--- src/rtl/coord_handshake_seq.sv ---
module coord_handshake_seq #(
  parameter int W = 8
) (
  input  logic         clk,
  input  logic         rst_n,
  input  logic [W-1:0] data_sw,
  input  logic         hs_sw,
  input  logic [W-1:0] res_x,
  input  logic [W-1:0] res_y,
  input  logic         done,
  output logic [W-1:0] x_in,
  output logic [W-1:0] y_in,
  output logic         start,
  output logic [W-1:0] led
);

  typedef enum logic [2:0] {
    GET_X, REL_X, GET_Y, REL_Y, BUSY, SHOW_X, SHOW_Y
  } st_t;

  st_t          st;
  logic [W-1:0] y_hold;

  always_ff @(posedge clk or negedge rst_n) begin
    if (!rst_n) begin
      st     <= GET_X;
      x_in   <= '0;
      y_in   <= '0;
      start  <= 1'b0;
      led    <= '0;
      y_hold <= '0;
    end else begin
      start <= 1'b0;
      case (st)
        GET_X:  if (hs_sw) begin x_in <= data_sw; st <= REL_X; end
        REL_X:  if (!hs_sw) st <= GET_Y;
        GET_Y:  if (hs_sw) begin y_in <= data_sw; st <= REL_Y; end
        REL_Y:  if (!hs_sw) begin start <= 1'b1; st <= BUSY; end
        BUSY:   if (done) begin led <= res_x; y_hold <= res_y; st <= SHOW_X; end
        SHOW_X: if (hs_sw) begin led <= y_hold; st <= SHOW_Y; end
        SHOW_Y: if (!hs_sw) st <= GET_X;
        default: st <= GET_X;
      endcase
    end
  end

endmodule


--- config.mk ---
export PLATFORM = sky130hd
export DESIGN_NAME = coord_handshake_seq
export DESIGN_NICKNAME = d
export VERILOG_FILES = /design/src/rtl/coord_handshake_seq.sv
export SDC_FILE = /design/constraint.sdc
export NUM_CORES = 1
export LEC_CHECK = 0
export BUFFER_PORTS_ARGS = -buffer_cell sky130_fd_sc_hd__buf_2
export CAP_MARGIN = 30
export CORE_MARGIN = 5
export CORE_UTILIZATION = 45
export CTS_BUF_LIST = sky130_fd_sc_hd__clkbuf_16
export DETAILED_ROUTE_END_ITERATION = 10
export PLACE_DENSITY = 0.78
export SETUP_SLACK_MARGIN = 0.02
export SYNTH_ARGS = -nofsm -noshare
export SYNTH_HDL_FRONTEND = slang
export SYNTH_SLANG_ARGS = --single-unit
--- constraint.sdc ---
create_clock -name clk -period 2.9 [get_ports clk]
set_input_delay 0.29 -clock clk [delete_from_list [all_inputs] [get_ports clk]]
set_output_delay 0.29 -clock clk [all_outputs]
set_load 0.01 [all_outputs]
==> results of run 1 <==
==> critical path: stages, from the launching register on <==
cell and delay (ns):
dfrtp_1 0.75, nand2_1 0.21, a21oi_4 0.40, mux2_4 0.34
==> worst max path at each step <==
stage	end	slack, ns	cells past startpoint
final	led[6]	1.09	3
after global routing	led[1]	0.97	3
after CTS	led[6]	1.06	3
after detailed placement	led[6]	1.07	3
after global placement	led[4]	1.13	3
after floorplan	led[0]	1.49	4
==> registers in the layout (all words and copies together), names as in the netlist <==
| register | cells |
|---|---|
| start | 1 |
| y_in | 8 |
| y_hold | 8 |
| x_in | 8 |
| led | 8 |
| st | 3 |
==> power by group <==
group | total [mW] | switching [mW] | internal (mW)
Clock | 0.606 | 0.202 | 0.403
Combinational | 0.772 | 0.315 | 0.457
Sequential | 0.914 | 0.168 | 0.746
==> synth_stat cells <==
| library cell | number |
|---|---|
| dfrtp_1 | 36 |
| mux2_2 | 32 |
| mux2_4 | 8 |
| nand2_1 | 2 |
| nand2b_4 | 2 |
| o21ai_0 | 2 |
| a211oi_1 | 1 |
| a21boi_0 | 1 |
| a21o_1 | 1 |
| a21oi_1 | 1 |
| a21oi_4 | 1 |
| buf_2 | 1 |
| buf_4 | 1 |
| inv_1 | 1 |
| nand2b_2 | 1 |
| nor2_4 | 1 |
| nor2b_1 | 1 |
| nor3_1 | 1 |
| nor3_4 | 1 |
| nor3b_4 | 1 |
==> cell type report <==
type	count	share of cell area
clock buffers	5	0.0618
clock inverters	3	0.0210
inverters	1	0.00185
multi-input cells	57	0.314
flip-flops and latches	36	0.445
well taps	46	0.0284
repair buffers	52	0.128
==> metal layers <==
layer | wire (µm) | global-route usage | up-vias
met3 | 338 | 0.0697 | 4
met1 | 1170 | 0.164 | 471
met2 | 1480 | 0.246 | 42
li1 | - | - | 454
met4 | 46 | 0.0584 | 0
met5 | 0 | 0 | -
==> metrics by stage <==
stage	instance area, µm²	total power [mW]	worst slack [ns]
3_3_place_gp	1860	1.66	1.13
6_report	2030	2.29	1.09
5_1_grt	2030	2.43	0.968
2_1_floorplan	1550	1.42	1.49
4_1_cts	2030	2.32	1.06
3_5_place_dp	1860	1.71	1.07
==> kinds of logic (layout without fill, tap and decap cells) <==
| kind of cell | after synthesis | count (layout) | share of synthesized area |
|---|---|---|---|
| mux | 40 | 40 | 0.309 |
| flops | 36 | 36 | 0.580 |
| simple gates | 10 | 10 | 0.0653 |
| compound gates | 7 | 7 | 0.0347 |
| buf+inv | 3 | 61 | 0.0105 |
==> reports/qor.txt, run 1 <==
PortBufs: 52
Synthesized flop and latch total: 36
Vias in the first global route: 1052
Minimum clock period: 1.81 ns
Drt pass-1 iters: 3
Clk sink count: 36
Starting Density: 0.465
Syn_nets: 124
Relative slew margins: 0.489
Least-Margin Pin Slew: 0.766 ns
Iter 0 DRT Violations: 11
Vias: 971
Gate Count Post-Synth: 96
Die Wd: 68.7 µm
Nets: 181
Final wirelength: 3040 µm
H-tree depth: 2
Total grt overflow: 0
Flop2flop setup slack: 1.09 ns
Maxcap violations: 0
Initial antenna violation count: 0
Placed insts: 192
Peak supply drop: 0.474 mV
Synthesis Warnings: 0
Cts bufs inserted: 5
Worst Path Required: 3.06 ns
Fmax: 552 MHz
Via/cell ratio: 4.86
Layout Skew: 0.00306 ns
Post-route insts no fill: 200
Row count: 21
Post-DRT Antenna Nets: 0
Post-CTS Resized: 0
Post-DP HPWL: 2290 µm
Area leader, netlist: dfrtp_1
Routability cong.: 0.718
Clk_lat worst skew: 0.28 ns
Unrepaired setup endpoints after global routing: false
Worst-path clk slew: 0.06 ns
Endpoints failing setup: 0
CTS tree: yes
Clock buffer depth: 2
Layout area overhead: 30.5%
Final hold violations: 0
Crit path launch type: flip-flop
Multi-input logic area: 636 µm²
Most common cell after layout, fill and taps aside: buf_2
Antenna diodes: 0
Synth cell types: 20
Root Buffer: clkbuf_16
Largest net degree at the start of global routing: 37
Status: finished, final reports clean
Leak: 0.965 nW
Die ar.: 4730 µm²
Most frequent cells in the layout: 52 x buf_2, 36 x dfrtp_1, 32 x mux2_2, 8 x mux2_4, 5 x clkbuf_16
Synth top area share: 0.580
Global-route wire length before repair: 4860 µm
Syn avg cell area: 16.2 µm²
I/O pin cnt: 53
Hold Slack: 0.0825 ns
Cell Pwr Density: 1130 nW/µm²
Reg2reg end: led[6]
CP Max Fanout: 16
Worst min path class: in2async
Core area: 3340 µm²
Seq. cell area: 901 µm²
Worst Path Arrival: 1.98 ns
# DRC: 0
Gr usage total: 0.148
Final Slew Violations: 0
Worst r2r src: st[0]
Crit path kind: reg2reg
Critical Path Sink Type: flip-flop
Height of the die: 68.7 µm
Sequential cell area fraction in the yosys report: 0.580
Post-Syn Area: 1550 µm²
Crit path launch: st[0]
Crit share post-route: 0.625
Fin util: 0.607
Worst r2r path cells: 3
Synth top area cells: dfrtp_1 58%, mux2_2 23%, mux2_4 7.7%, nand2b_4 1.8%, nor3b_4 1.2%
Filler cell count: 286
# Post-CTS Setup Buffers: 0
WL per Instance: 15.2 µm
TNS Setup: 0 ns
# hold bufs at CTS: 0
Layout cells sized above 1: 0.695
(Power assumes the default switching activity.)
==> run 2: changes to the inputs <==
--- a/config.mk
+++ b/config.mk
@@ -8,10 +8,10 @@
 export BUFFER_PORTS_ARGS = -buffer_cell sky130_fd_sc_hd__buf_2
 export CAP_MARGIN = 30
 export CORE_MARGIN = 5
-export CORE_UTILIZATION = 45
+export CORE_UTILIZATION = 44
 export CTS_BUF_LIST = sky130_fd_sc_hd__clkbuf_16
 export DETAILED_ROUTE_END_ITERATION = 10
-export PLACE_DENSITY = 0.78
+export PLACE_DENSITY = 0.79
 export SETUP_SLACK_MARGIN = 0.02
 export SYNTH_ARGS = -nofsm -noshare
 export SYNTH_HDL_FRONTEND = slang
==> constraint.sdc (replaced) <==
create_clock -name clk -period 1.51 [get_ports clk]
set_input_delay 0.151 -clock clk [delete_from_list [all_inputs] [get_ports clk]]
set_output_delay 0.151 -clock clk [all_outputs]
set_load 0.01 [all_outputs]
==> reports/qor.txt, run 2 (same netlist as run 1, synthesis figures left out) <==
Critical Path Sink Type: flip-flop
Worst Path Arrival: 1.54 ns (-0.44 ns)
Slowest CP cell: dfrtp_2
Unrepaired setup endpoints after global routing: false
Minimum clock period: 1.38 ns (-0.433 ns)
Height of the die: 69.4 µm (+0.97%)
Worst min path class: in2reg
Post-route cell area: 2150 µm² (+5.9%)
CP cell instances: nand2b_4 -> nor2_4 -> mux2_2
I/O pin cnt: 53 (unchanged)
Final Slew Violations: 0 (unchanged)
Global-route wire length before repair: 5220 µm (+7.4%)
WP buf/inv: 0 (unchanged)
Peak supply drop: 0.927 mV (+96%)
Largest stage delay on the critical path: 0.47 ns (-0.28 ns)
Row count: 21 (unchanged)
Crit path kind: reg2reg
Starting Density: 0.458 (-0.00721)
Sw Ratio: 0.290 (-0.00887)
Crit share post-route: 0.913 (+0.288)
Gate power share: 0.367 (+0.030)
Clock power frac: 0.254 (-0.010)
Status: finished, final reports clean
Least-Margin Pin Slew: 0.261 ns (-0.505 ns)
Most common cell after layout, fill and taps aside: buf_2
Post-DP HPWL: 2320 µm (+1.4%)
Worst r2r path cells: 3 (unchanged)
PortBufs: 52 (unchanged)
Part of the power in registers: 0.379 (-0.020)
Worst Path Required: 1.67 ns (-1.39 ns)
Vias: 1004 (+3.4%)
CP Max Fanout: 8 (-8)
Initial antenna violation count: 0 (unchanged)
Clk sink count: 36 (unchanged)
Clock buffer depth: 2 (unchanged)
CTS tree: yes
Clk_lat worst skew: 0.28 ns (about the same)
Post-DRT Antenna Nets: 0 (unchanged)
Cts bufs inserted: 5 (unchanged)
# DRC: 0 (unchanged)
Internal power: 3.21 mW (+100%)
Via/cell ratio: 4.83 (-0.58%)
Core area: 3390 µm² (+1.6%)
Largest net degree at the start of global routing: 37 (unchanged)
CP Depth: 3 (unchanged)
Reg2reg end: y_hold[7]
Gr usage total: 0.138 (-0.0103)
Final hold violations: 0 (unchanged)
Worst-path clk slew: 0.05 ns (about the same)
Root Buffer: clkbuf_16
WL per Instance: 14.5 µm (-4.4%)
Maxcap violations: 0 (unchanged)
Flop2flop setup slack: 0.13 ns (-0.96 ns)
Endpoints failing setup: 0 (unchanged)
Worst path top cell family by delay: flip-flops
Vias in the first global route: 1111 (+5.6%)
HP Start: res_y[2]
Drt pass-1 iters: 4 (+1)
# Post-CTS Setup Buffers: 0 (unchanged)
Most frequent cells in the layout: 52 x buf_2, 34 x dfrtp_1, 32 x mux2_2, 8 x mux2_4, 5 x clkbuf_16
Hold EP: y_hold[2]
Antenna diodes: 0 (unchanged)
Switch Pwr: 1.31 mW (+91%)
Cell Pwr Density: 2100 nW/µm² (+86%)
TNS Setup: 0 ns (unchanged)
Crit path launch type: flip-flop
Layout cells sized above 1: 0.716 (+0.0212)
Hold Slack: 0.105 ns (+0.0224 ns)
Die ar.: 4820 µm² (+1.9%)
Fin util: 0.633 (+0.0260)
Hold path depth: 2
Layout area overhead: 38.2%
Nets: 189 (+4.4%)
Leak: 1.02 nW (+5.8%)
Placed inst area: 1960 µm² (+5.5%)
Routability cong.: 0.826 (+15%)
Worst r2r src: st[0]
Final wirelength: 3020 µm (-0.59%)
Total grt overflow: 0 (unchanged)
H-tree depth: 2 (unchanged)
Fmax: 726 MHz (+31%)
Iter 0 DRT Violations: 36 (+25)
Layout Skew: 0.00352 ns (+0.000461 ns)
Relative slew margins: 0.825 (+0.336)
Die Wd: 69.4 µm (+0.97%)
==> run 2: timing repair <==
item	CTS	global route
gates resized for setup	0	3
pin swaps	1	1
hold endpoints to repair	36	0
endpoints found under the setup margin	8	14
hold buffers	1	0
==> run 2: worst max-delay path by stage <==
stage / startpoint / to / slack, ns
after floorplan: st[0] / led[0] / 0.10
after global placement: st[1] / y_hold[5] / 0.07
after detailed placement: st[1] / y_hold[7] / 0.02
after CTS: st[1] / y_hold[7] / 0.03
after global routing: st[0] / y_hold[7] / 0.06
final: st[0] / y_hold[7] / 0.13
==> run 2: layer usage <==
layer  vias up  part of all wire  GRT usage
li1        471                 -          -
met1       473              0.42      0.160
met2        54              0.45      0.215
met3         6              0.10     0.0667
met4         0             0.023     0.0607
met5         -                 0          0
==> run 2: final cells by class <==
cell class	count	area, µm²
Clock inverter	3	42.5
Multi-Input combinational cell	57	641
Tap cell	46	57.6
Sequential cell	36	903
Fill cell	270	1240
Inverter	1	3.75
Clock buffer	5	125
Timing Repair Buffer	60	373
==> run 2: power groups by stage <==
stage / logic [mW] / clock network (mW) / registers (mW)
2_1_floorplan: 0.896 / 0 / 1.83
3_3_place_gp: 1.62 / 0 / 1.69
3_5_place_dp: 1.68 / 0 / 1.72
4_1_cts: 1.68 / 1.18 / 1.71
5_1_grt: 1.81 / 1.22 / 1.78
6_report: 1.66 / 1.15 / 1.71
==> run 2: metrics by stage <==
| step | worst slack, ns | std cells | power [mW] |
|---|---|---|---|
| 2_1_floorplan | 0.101 | 96 | 2.72 |
| 5_1_grt | 0.0617 | 208 | 4.81 |
| 6_report | 0.132 | 208 | 4.52 |
| 4_1_cts | 0.0290 | 208 | 4.57 |
| 3_5_place_dp | 0.0213 | 199 | 3.39 |
| 3_3_place_gp | 0.0737 | 199 | 3.31 |
==> run 2: worst reg2reg max path: cells and delay by family, from the launching register on <==
| kind | cells | cell delay, ns |
|---|---|---|
| DFF | 1 | 0.47 |
| and+or+nand+nor | 2 | 0.42 |
| muxes | 1 | 0.38 |
